`src/rtl/aab_pkg.sv`:
```
package aab_pkg;

    typedef enum logic [1:0] {
        ST_IDLE  = 2'd0,
        ST_ARMED = 2'd1,
        ST_MEAS  = 2'd2
    } aab_state_e;

endpackage

```
`src/rtl/aab_edge.sv`:
```
module aab_edge #(
    parameter int N = 2
) (
    input  logic         clk,
    input  logic         rst_n,
    input  logic [N-1:0] level,
    output logic [N-1:0] rise
);

    logic [N-1:0] level_d, level_q;

    always_comb begin
        level_d = level;
    end

    always_ff @(posedge clk or negedge rst_n) begin
        if (!rst_n) level_q <= '0;
        else        level_q <= level_d;
    end

    for (genvar i = 0; i < N; i++) begin : g_rise
        assign rise[i] = level[i] & ~level_q[i];
    end

endmodule

```
`src/rtl/aab_classify.sv`:
```
module aab_classify #(
    parameter int PIX_W = 8
) (
    input  logic             clk,
    input  logic             rst_n,
    input  logic [PIX_W-1:0] pix,
    input  logic [PIX_W-1:0] thresh,
    input  logic             grad_mode,
    input  logic             line_first,
    output logic             hit_sel,
    output logic             hit_lvl
);

    logic [PIX_W-1:0] prev_d, prev_q;
    logic [PIX_W-1:0] step;
    logic             hit_grad;

    always_comb begin
        prev_d   = pix;
        step     = (pix > prev_q) ? (pix - prev_q) : (prev_q - pix);
        hit_lvl  = (pix > thresh);
        hit_grad = !line_first && (step > thresh);
        hit_sel  = grad_mode ? hit_grad : hit_lvl;
    end

    always_ff @(posedge clk or negedge rst_n) begin
        if (!rst_n) prev_q <= '0;
        else        prev_q <= prev_d;
    end

endmodule

```
`src/rtl/aab_vtrack.sv`:
```
module aab_vtrack #(
    parameter int LINE_W = 11
) (
    input  logic              clk,
    input  logic              rst_n,
    input  logic              clear,
    input  logic              lvl_hit,
    input  logic              close,
    input  logic [LINE_W-1:0] line_idx,
    output logic              res_seen,
    output logic [LINE_W-1:0] res_vstart,
    output logic [LINE_W-1:0] res_vend
);

    typedef struct packed {
        logic              line_lvl;
        logic              seen;
        logic [LINE_W-1:0] vstart;
        logic              cand_ok;
        logic [LINE_W-1:0] cand;
    } vt_t;

    vt_t vt_d, vt_q;

    always_comb begin
        vt_d = vt_q;
        if (clear) begin
            vt_d = '0;
        end else if (close) begin
            if (vt_q.line_lvl) begin
                if (!vt_q.seen) begin
                    vt_d.vstart = line_idx;
                    vt_d.seen   = 1'b1;
                end
                vt_d.cand_ok = 1'b0;
            end else if (vt_q.seen && !vt_q.cand_ok) begin
                vt_d.cand    = line_idx;
                vt_d.cand_ok = 1'b1;
            end
            vt_d.line_lvl = lvl_hit;
        end else if (lvl_hit) begin
            vt_d.line_lvl = 1'b1;
        end

        res_seen   = vt_d.seen;
        res_vstart = vt_d.seen ? vt_d.vstart : '0;
        if (!vt_d.seen)      res_vend = '0;
        else if (vt_d.cand_ok) res_vend = vt_d.cand;
        else                 res_vend = line_idx + 1'b1;
    end

    always_ff @(posedge clk or negedge rst_n) begin
        if (!rst_n) vt_q <= '0;
        else        vt_q <= vt_d;
    end

endmodule

```
`src/rtl/active_area_finder.sv`:
```
module active_area_finder
    import aab_pkg::*;
#(
    parameter int PIX_W  = 8,
    parameter int POS_W  = 12,
    parameter int LINE_W = 11
) (
    input  logic              clk,
    input  logic              rst_n,
    input  logic              hsync,
    input  logic              vsync,
    input  logic [PIX_W-1:0]  pix,
    input  logic [PIX_W-1:0]  thresh,
    input  logic              grad_mode,
    input  logic [POS_W-1:0]  search_end,
    input  logic              start,
    output logic              busy,
    output logic              done,
    output logic              no_data,
    output logic [POS_W-1:0]  h_start,
    output logic [POS_W-1:0]  h_end,
    output logic [LINE_W-1:0] v_start,
    output logic [LINE_W-1:0] v_end
);

    localparam logic [POS_W-1:0]  POS_MAX  = {POS_W{1'b1}};
    localparam logic [LINE_W-1:0] LINE_MAX = {LINE_W{1'b1}};

    typedef struct packed {
        aab_state_e        st;
        logic [POS_W-1:0]  hcnt;
        logic [LINE_W-1:0] vcnt;
        logic              h_seen;
        logic [POS_W-1:0]  hmin;
        logic [POS_W-1:0]  hmax;
        logic              done;
        logic              no_data;
        logic [POS_W-1:0]  r_hs;
        logic [POS_W-1:0]  r_he;
        logic [LINE_W-1:0] r_vs;
        logic [LINE_W-1:0] r_ve;
    } regs_t;

    regs_t r_d, r_q;

    logic [1:0]        sync_rise;
    logic              hs_rise, vs_rise;
    logic [POS_W-1:0]  hpos;
    logic              in_meas, pix_live;
    logic              hit_sel, hit_lvl;
    logic              v_clear, v_close;
    logic              res_seen;
    logic [LINE_W-1:0] res_vstart, res_vend;

    aab_edge #(.N(2)) u_edge (
        .clk   (clk),
        .rst_n (rst_n),
        .level ({vsync, hsync}),
        .rise  (sync_rise)
    );

    assign hs_rise = sync_rise[0];
    assign vs_rise = sync_rise[1];

    always_comb begin
        if (hs_rise)              hpos = '0;
        else if (r_q.hcnt == POS_MAX) hpos = POS_MAX;
        else                      hpos = r_q.hcnt + 1'b1;
        in_meas  = (r_q.st == ST_MEAS);
        pix_live = in_meas && !vs_rise && (hpos < search_end);
        v_clear  = (r_q.st == ST_ARMED) && vs_rise;
        v_close  = in_meas && (hs_rise || vs_rise);
    end

    aab_classify #(.PIX_W(PIX_W)) u_class (
        .clk        (clk),
        .rst_n      (rst_n),
        .pix        (pix),
        .thresh     (thresh),
        .grad_mode  (grad_mode),
        .line_first (hs_rise),
        .hit_sel    (hit_sel),
        .hit_lvl    (hit_lvl)
    );

    aab_vtrack #(.LINE_W(LINE_W)) u_vtrack (
        .clk        (clk),
        .rst_n      (rst_n),
        .clear      (v_clear),
        .lvl_hit    (pix_live && hit_lvl),
        .close      (v_close),
        .line_idx   (r_q.vcnt),
        .res_seen   (res_seen),
        .res_vstart (res_vstart),
        .res_vend   (res_vend)
    );

    always_comb begin
        r_d      = r_q;
        r_d.done = 1'b0;
        r_d.hcnt = hpos;

        if (vs_rise)                      r_d.vcnt = '0;
        else if (hs_rise && r_q.vcnt != LINE_MAX) r_d.vcnt = r_q.vcnt + 1'b1;

        if (pix_live && hit_sel) begin
            if (!r_q.h_seen || hpos < r_q.hmin)          r_d.hmin = hpos;
            if (!r_q.h_seen || (hpos + 1'b1) > r_q.hmax) r_d.hmax = hpos + 1'b1;
            r_d.h_seen = 1'b1;
        end

        unique case (r_q.st)
            ST_IDLE: begin
                if (start) r_d.st = ST_ARMED;
            end
            ST_ARMED: begin
                if (vs_rise) begin
                    r_d.st     = ST_MEAS;
                    r_d.h_seen = 1'b0;
                    r_d.hmin   = '0;
                    r_d.hmax   = '0;
                end
            end
            ST_MEAS: begin
                if (vs_rise) begin
                    r_d.st      = ST_IDLE;
                    r_d.done    = 1'b1;
                    r_d.r_hs    = r_q.h_seen ? r_q.hmin : '0;
                    r_d.r_he    = r_q.h_seen ? r_q.hmax : '0;
                    r_d.r_vs    = res_vstart;
                    r_d.r_ve    = res_vend;
                    r_d.no_data = !r_q.h_seen && !res_seen;
                end
            end
            default: r_d.st = ST_IDLE;
        endcase
    end

    always_ff @(posedge clk or negedge rst_n) begin
        if (!rst_n) r_q <= '0;
        else        r_q <= r_d;
    end

    assign busy    = (r_q.st != ST_IDLE);
    assign done    = r_q.done;
    assign no_data = r_q.no_data;
    assign h_start = r_q.r_hs;
    assign h_end   = r_q.r_he;
    assign v_start = r_q.r_vs;
    assign v_end   = r_q.r_ve;

endmodule

```
`config.mk`:
```
export PLATFORM = sky130hd
export DESIGN_NAME = active_area_finder
export DESIGN_NICKNAME = d
export VERILOG_FILES = /design/src/rtl/aab_pkg.sv /design/src/rtl/aab_edge.sv /design/src/rtl/aab_classify.sv /design/src/rtl/aab_vtrack.sv /design/src/rtl/active_area_finder.sv
export SDC_FILE = /design/constraint.sdc
export NUM_CORES = 1
export LEC_CHECK = 0
export CORE_ASPECT_RATIO = 0.7
export CORE_MARGIN = 4
export CORE_UTILIZATION = 25
export CTS_BUF_LIST = sky130_fd_sc_hd__clkbuf_16
export CTS_CLUSTER_DIAMETER = 60
export DETAILED_ROUTE_END_ITERATION = 8
export PLACE_DENSITY = 0.4
export SETUP_SLACK_MARGIN = 0.15
export SLEW_MARGIN = 10
export SYNTH_ARGS = -nofsm -noshare
export SYNTH_HDL_FRONTEND = slang
export SYNTH_SLANG_ARGS = --single-unit
```
`constraint.sdc`:
```
create_clock -name clk -period 10.06 [get_ports clk]
set_clock_uncertainty 0.2 [all_clocks]
set_input_delay 1.509 -clock clk [delete_from_list [all_inputs] [get_ports clk]]
set_output_delay 1.509 -clock clk [all_outputs]
set_load 0.02 [all_outputs]
```
==> impl_metrics.tcl, run 1 <==
set metrics [dict create \
    grt_max_degree 75 \
    cts_hold_buf 0 \
    cts_tree "done" \
    drv_slew 0 \
    ant_nets 0 \
    clock_latency_ns 0.43 \
    drive_gt1_frac 0.0725 \
    cts_buffers 17 \
    fillerInstances 3319 \
    cts-root-buf "clkbuf_16" \
    pwr_density_cell_nw_per_um2 185 \
    final_nets 973 \
    die_y_um 158 \
    irDropWorstVdd_mv 0.0992 \
    holdWs_ns 0.271 \
    outcome "finished, final reports clean" \
    multi_input_area_um2 3970 \
    rows 54 \
    synth_seq_cells 133 \
    period_share 0.627 \
    syn_to_final_growth_pct 18.7 \
    startpoint_type "input port" \
    critical_path_class "input port to flip-flop" \
    slowest_stage "clkdlybuf4s50_1" \
    grt_overflow 0 \
    ios 83 \
    path_buf_inv 3 \
    end_kind "flip-flop" \
    ys_async_sr_fraction 1.00 \
    final_core_util 0.304 \
    timing.fmax_ghz 0.159 \
    placedInstanceArea_um2 8960 \
    clkTransAtPathRegs_ns 0.06 \
    worst_slew_pin_slew_ns 0.915 \
    ys.warnings.count 0 \
    seq_area_um2 3330 \
    wl_per_cell_um 16.9 \
    ys_types 65 \
    worstPathMaxFanout 12 \
    leakage_nw 4.58 \
    crit_family "compound AO/OA/AOI/OAI gates" \
    netlist_area_um2 8040 \
    rsz0062_at_grt "no" \
    syn_avg_cell_area_um2 9.52 \
    synth_nets 947 \
    drt_iter0_markers 354 \
    gp_congestion 0.789 \
    firstDrtPassIters 4 \
    ys_seq_area_frac 0.414 \
    viasPerCell 4.46 \
    grt_first_pass_wirelength_mm 35.3 \
    antenna_found_initial 1 \
    clk_path_buf_depth 2 \
    grt.total_usage 0.128 \
    dp_hpwl_mm 16.0 \
    min_period_ns 6.31 \
    vias 5815 \
    tns_ns 0 \
    crit_arrival_ns 6.41 \
    hold_path_class "flip-flop to flip-flop" \
    required_ns 10.17 \
    diodes 0 \
    cts-htree-levels 4 \
    fin_ws_ns 3.75 \
    drc 0 \
    synth_edf_count 0 \
    critPathMaxStageDelay_ns 0.45 \
    initial_core_util 0.256 \
    postSynthCellCount 845 \
    design_area_um2 9550 \
    die_x_um 222 \
    relSlewSlack 0.390 \
    routed_wirelength_mm 22.0 \
    cts_sinks 133 \
    place_ws_ns 3.25 \
    cts_setup_buffers 0 \
    ys.flop_type "dfrtp_1" \
    maxCapViolCount 0 \
    first_global_vias 5999 \
    crit_chain "clkdlybuf4s50_1, inv_1, ha_1, inv_1, fa_1, a21oi_1, o211ai_1, o21ai_2, mux2i_1, o221ai_1, a311oi_1, xnor2_1, ha_1, and3_1, o21ai_0, a21oi_1, o311a_1, o21a_1, o21ai_2, mux2_2" \
    numPortBuffers 82 \
    cts-resized-gates 0 \
    dieArea_um2 35200 \
    finalSetupViolations 0 \
    report.final.hold_viol_count 0 \
    core_um2 31400 \
]
==> cells by family after synthesis <==
kind of cell | after synthesis | share of synthesized area
buffers and inverters | 153 | 0.0938
AND/OR/NAND/NOR | 239 | 0.143
XOR/XNOR | 34 | 0.0380
adder cells (fa/ha/maj) | 69 | 0.109
flip-flops | 133 | 0.414
multiplexers | 44 | 0.0565
AO/OA/AOI/OAI | 173 | 0.146
==> final timing paths <==
kind,start,to,slack (ns),depth (start not counted)
max in group asynchronous,rst_n,v_end[1],7.41,2
hold / removal,h_end[8],h_end[8],0.27,2
setup reg to reg,u_class.prev_q[0],r_q[60],5.04,18
setup / recovery,pix[0],r_q[60],3.75,20
min in group asynchronous,rst_n,h_start[4],0.90,1
hold reg to reg,h_end[8],h_end[8],0.27,2
==> state kept, by name (all words and copies together), names as in the netlist, 2 cells and up <==
name and count:
v_end 11, u_class.prev_q 8, h_start 12, v_start 11
r_q 50, h_end 12, u_vtrack.vt_q 25, u_edge.level_q 2
==> Yosys cell counts (all sizes together) (14+ instances only) <==
| cell | instances | area share |
|---|---|---|
| o21ai | 50 | 0.032 |
| nand4 | 14 | 0.012 |
| dfrtp | 133 | 0.41 |
| xor2 | 15 | 0.016 |
| ha | 66 | 0.10 |
| o31ai | 26 | 0.024 |
| nand3 | 18 | 0.012 |
| clkbuf | 32 | 0.015 |
| inv | 71 | 0.033 |
| nor2 | 63 | 0.029 |
| xnor2 | 19 | 0.022 |
| nor3 | 15 | 0.011 |
| nor2b | 14 | 0.011 |
| mux2i | 33 | 0.041 |
| buf | 50 | 0.046 |
| a21oi | 31 | 0.019 |
| nand2 | 78 | 0.036 |
==> final cells by class <==
type / count / area share
Clock inverter: 14 / 0.0170
Clock buffer: 17 / 0.0445
Sequential cell: 133 / 0.349
Multi-Input combinational cell: 559 / 0.415
Inverter: 71 / 0.0279
Timing Repair Buffer: 89 / 0.0916
Tap cell: 420 / 0.0550
==> power by group <==
part / total [mW] / switching [mW] / internal (mW)
combinational: 0.485 / 0.291 / 0.193
sequential: 0.641 / 0.0454 / 0.595
clock: 0.637 / 0.251 / 0.386
==> routing by layer <==
layer / global-route usage / vias up / share of wire
met4: 0.0279 / 2 / 0.0081
met3: 0.0335 / 13 / 0.041
met2: 0.184 / 87 / 0.41
li1: - / 2949 / -
met1: 0.194 / 2764 / 0.54
met5: 0 / - / 0.00059
==> worst reg2reg max path: stages, from the launching register on <==
cell and delay, ns:
dfrtp_1 0.35, ha_1 0.17, inv_1 0.06, fa_1 0.40, a21oi_1 0.14, o211ai_1 0.14, o21ai_2 0.40, mux2i_1 0.35
o221ai_1 0.19, a311oi_1 0.34, xnor2_1 0.17, ha_1 0.26, and3_1 0.20, o21ai_0 0.08, a21oi_1 0.06, o311a_1 0.32
o21a_1 0.32, o21ai_2 0.35, mux2_2 0.41
==> metrics by stage <==
| step | instances | power (mW) |
|---|---|---|
| 2_1_floorplan | 845 | 0.979 |
| 3_3_place_gp | 1272 | 1.14 |
| 3_5_place_dp | 1272 | 1.14 |
| 4_1_cts | 1303 | 1.79 |
| 5_1_grt | 1303 | 1.88 |
| 6_report | 1303 | 1.76 |
==> cell usage in the layout, fill, tap and decap left out, drive strengths merged, types with 8 or more instances in the layout <==
| master | instances |
|---|---|
| a211oi | 9 |
| a21o | 10 |
| a21oi | 31 |
| a22o | 11 |
| and3 | 10 |
| buf | 8 |
| clkbuf | 17 |
| clkdlybuf4s50 | 81 |
| dfrtp | 133 |
| ha | 66 |
| inv | 71 |
| mux2 | 11 |
| mux2i | 33 |
| nand2 | 78 |
| nand3 | 18 |
| nand4 | 14 |
| nor2 | 63 |
| nor2b | 14 |
| nor3 | 15 |
| o21ai | 50 |
| o31ai | 26 |
| xnor2 | 19 |
| xor2 | 15 |
No activity file was read; power rests on OpenSTA's default activity.
==> run 2, diff against run 1 <==
--- a/config.mk
+++ b/config.mk
@@ -11,7 +11,7 @@
 export CTS_BUF_LIST = sky130_fd_sc_hd__clkbuf_16
 export CTS_CLUSTER_DIAMETER = 60
 export DETAILED_ROUTE_END_ITERATION = 8
-export PLACE_DENSITY = 0.4
+export PLACE_DENSITY = 0.41
 export SETUP_SLACK_MARGIN = 0.15
 export SLEW_MARGIN = 10
 export SYNTH_ARGS = -nofsm -noshare
==> constraint.sdc (replaced) <==
create_clock -name clk -period 5.3 [get_ports clk]
set_clock_uncertainty 0.2 [all_clocks]
set_input_delay 0.795 -clock clk [delete_from_list [all_inputs] [get_ports clk]]
set_output_delay 0.795 -clock clk [all_outputs]
set_load 0.02 [all_outputs]
==> impl_metrics.tcl, run 2 (synthesis results as in run 1) <==
set metrics [dict create \
    outcome "finished, final reports clean" \
    core_um2 31400 \
    antenna_found_initial 1 \
    routed_wirelength_mm 22.2 \
    fillerInstances 3266 \
    clkTransAtPathRegs_ns 0.06 \
    instances_no_fill 1343 \
    min_period_ns 4.93 \
    clk_path_buf_depth 2 \
    clock_latency_ns 0.43 \
    dp_hpwl_mm 16.3 \
    grt.total_usage 0.130 \
    grt_overflow 0 \
    leakage_nw 4.80 \
    cts-root-buf "clkbuf_16" \
    hold_path_class "input port to async pin" \
    rsz0062_at_grt "no" \
    required_ns 5.41 \
    r2r-start "r_q[84]" \
    end_kind "flip-flop" \
    report.final.hold_viol_count 0 \
    diodes 0 \
    numPortBuffers 82 \
    gp_congestion 0.788 \
    drt_iter0_markers 410 \
    timing.fmax_ghz 0.203 \
    critical_path_class "input port to flip-flop" \
    worstPathMaxFanout 6 \
    tns_ns 0 \
    reg2regPathDepth 13 \
    rows 54 \
    grt_first_pass_wirelength_mm 35.7 \
    viasPerCell 4.48 \
    startpoint_type "input port" \
    syn_to_final_growth_pct 23.8 \
    drv_slew 0 \
    crit_chain "clkdlybuf4s50_1, inv_1, ha_1, inv_1, fa_2, a21oi_2, o211ai_1, o21ai_2, buf_6, mux2_2, and2_1, a311oi_2, xnor2_1, ha_1, and3_1, o21ai_0, a21oi_1, o311a_1, o21a_4, o21ai_4, mux2_2" \
    cts_tree "done" \
    placedInstanceArea_um2 9230 \
    drive_gt1_frac 0.124 \
    cts_sinks 133 \
    ff2ff_setup_slack_ns 0.83 \
    finalSetupViolations 0 \
    dieArea_um2 35200 \
    regMostFlops "r_q" \
    worst_slew_pin_slew_ns 1.10 \
    period_share 0.930 \
    die_y_um 158 \
    pwr_density_cell_nw_per_um2 352 \
    ios 83 \
    cts-htree-levels 4 \
    grt_max_degree 70 \
    mostFrequentLayoutCell "dfrtp_1" \
    total_power_mw 3.50 \
    final_nets 1012 \
    final_cell_mix "133 x dfrtp_1, 81 x clkdlybuf4s50_1, 76 x nand2_1, 71 x inv_1, 66 x ha_1" \
    vias 6021 \
    irDropWorstVdd_mv 0.163 \
    wl_per_cell_um 16.6 \
    crit_arrival_ns 5.04 \
    design_area_um2 9950 \
    ant_nets 0 \
    drc 0 \
    r2r_end "r_q[58]" \
    die_x_um 222 \
    largest_register_ffs 50 \
    first_global_vias 6177 \
    initial_core_util 0.256 \
    slowest_stage "clkdlybuf4s50_1" \
    dpl.cell_count 1308 \
    firstDrtPassIters 4 \
    cts_buffers 17 \
    reg_top3 "r_q: 50 flops, u_vtrack.vt_q: 25 flops" \
    maxCapViolCount 0 \
    critPathMaxStageDelay_ns 0.42 \
    relSlewSlack 0.264 \
]
run 2: cell count changes in the layout (fill, tap and decap cells not counted), moves of 3 or more:
cell / before / now
o21ai_4: 0 / 3
a211oi_1: 9 / 6
inv_6: 0 / 4
buf_4: 7 / 43
a211oi_2: 0 / 3
run 2: where the power goes:
| group | internal (mW) | switching [mW] |
|---|---|---|
| sequential | 1.13 | 0.0903 |
| combinational | 0.412 | 0.588 |
| clock | 0.791 | 0.489 |
run 2: stage by stage:
stage	setup slack [ns]	utilization	hold slack [ns]
after floorplan	0.295	-	0.250
after global placement	-0.265	0.294	0.267
after detailed placement	-0.302	0.294	0.266
after CTS	0.163	0.314	0.207
after global routing	0.181	0.317	0.247
final	0.372	0.317	0.198
run 2: layer usage:
metal	GRT usage	up-vias	part of all wire	wire length, um
li1	-	3036	-	-
met4	0.0425	2	0.017	369
met5	0	-	0.00054	12
met3	0.0304	24	0.036	810
met2	0.193	93	0.42	9240
met1	0.189	2866	0.53	11800
run 2: worst max path at each step:
stage / start / endpoint / slack, ns
after floorplan: pix[0] / r_q[63] / 0.30
after global placement: pix[0] / r_q[64] / -0.26
after detailed placement: pix[0] / r_q[65] / -0.30
after CTS: pix[0] / r_q[66] / 0.16
after global routing: pix[0] / r_q[68] / 0.18
final: pix[0] / r_q[68] / 0.37
run 2: worst max-delay path: cells and delay by family:
family | cells | cell delay [ns]
XOR/XNOR | 1 | 0.12
multiplexers | 2 | 0.70
AND/OR/NAND/NOR | 2 | 0.35
AO/OA/AOI/OAI | 9 | 1.52
adder cells (fa/ha/maj) | 3 | 0.82
buffers and inverters | 4 | 0.70
run 2: final cells by class:
type / instances / area (um^2) / share of cell area
Multi-Input combinational cell: 560 / 4050 / 0.406
Sequential cell: 133 / 3330 / 0.334
Timing Repair Buffer: 127 / 1160 / 0.117
Tap cell: 420 / 526 / 0.0528
Clock buffer: 17 / 425 / 0.0427
Inverter: 71 / 267 / 0.0268
Clock inverter: 15 / 203 / 0.0204
run 2: timing repair:
action / 4_1_cts / 5_1_grt
resized for setup: 0 / 18
setup endpoints to repair: 0 / 24
hold buffers: 0 / 0
setup buffers: 0 / 1
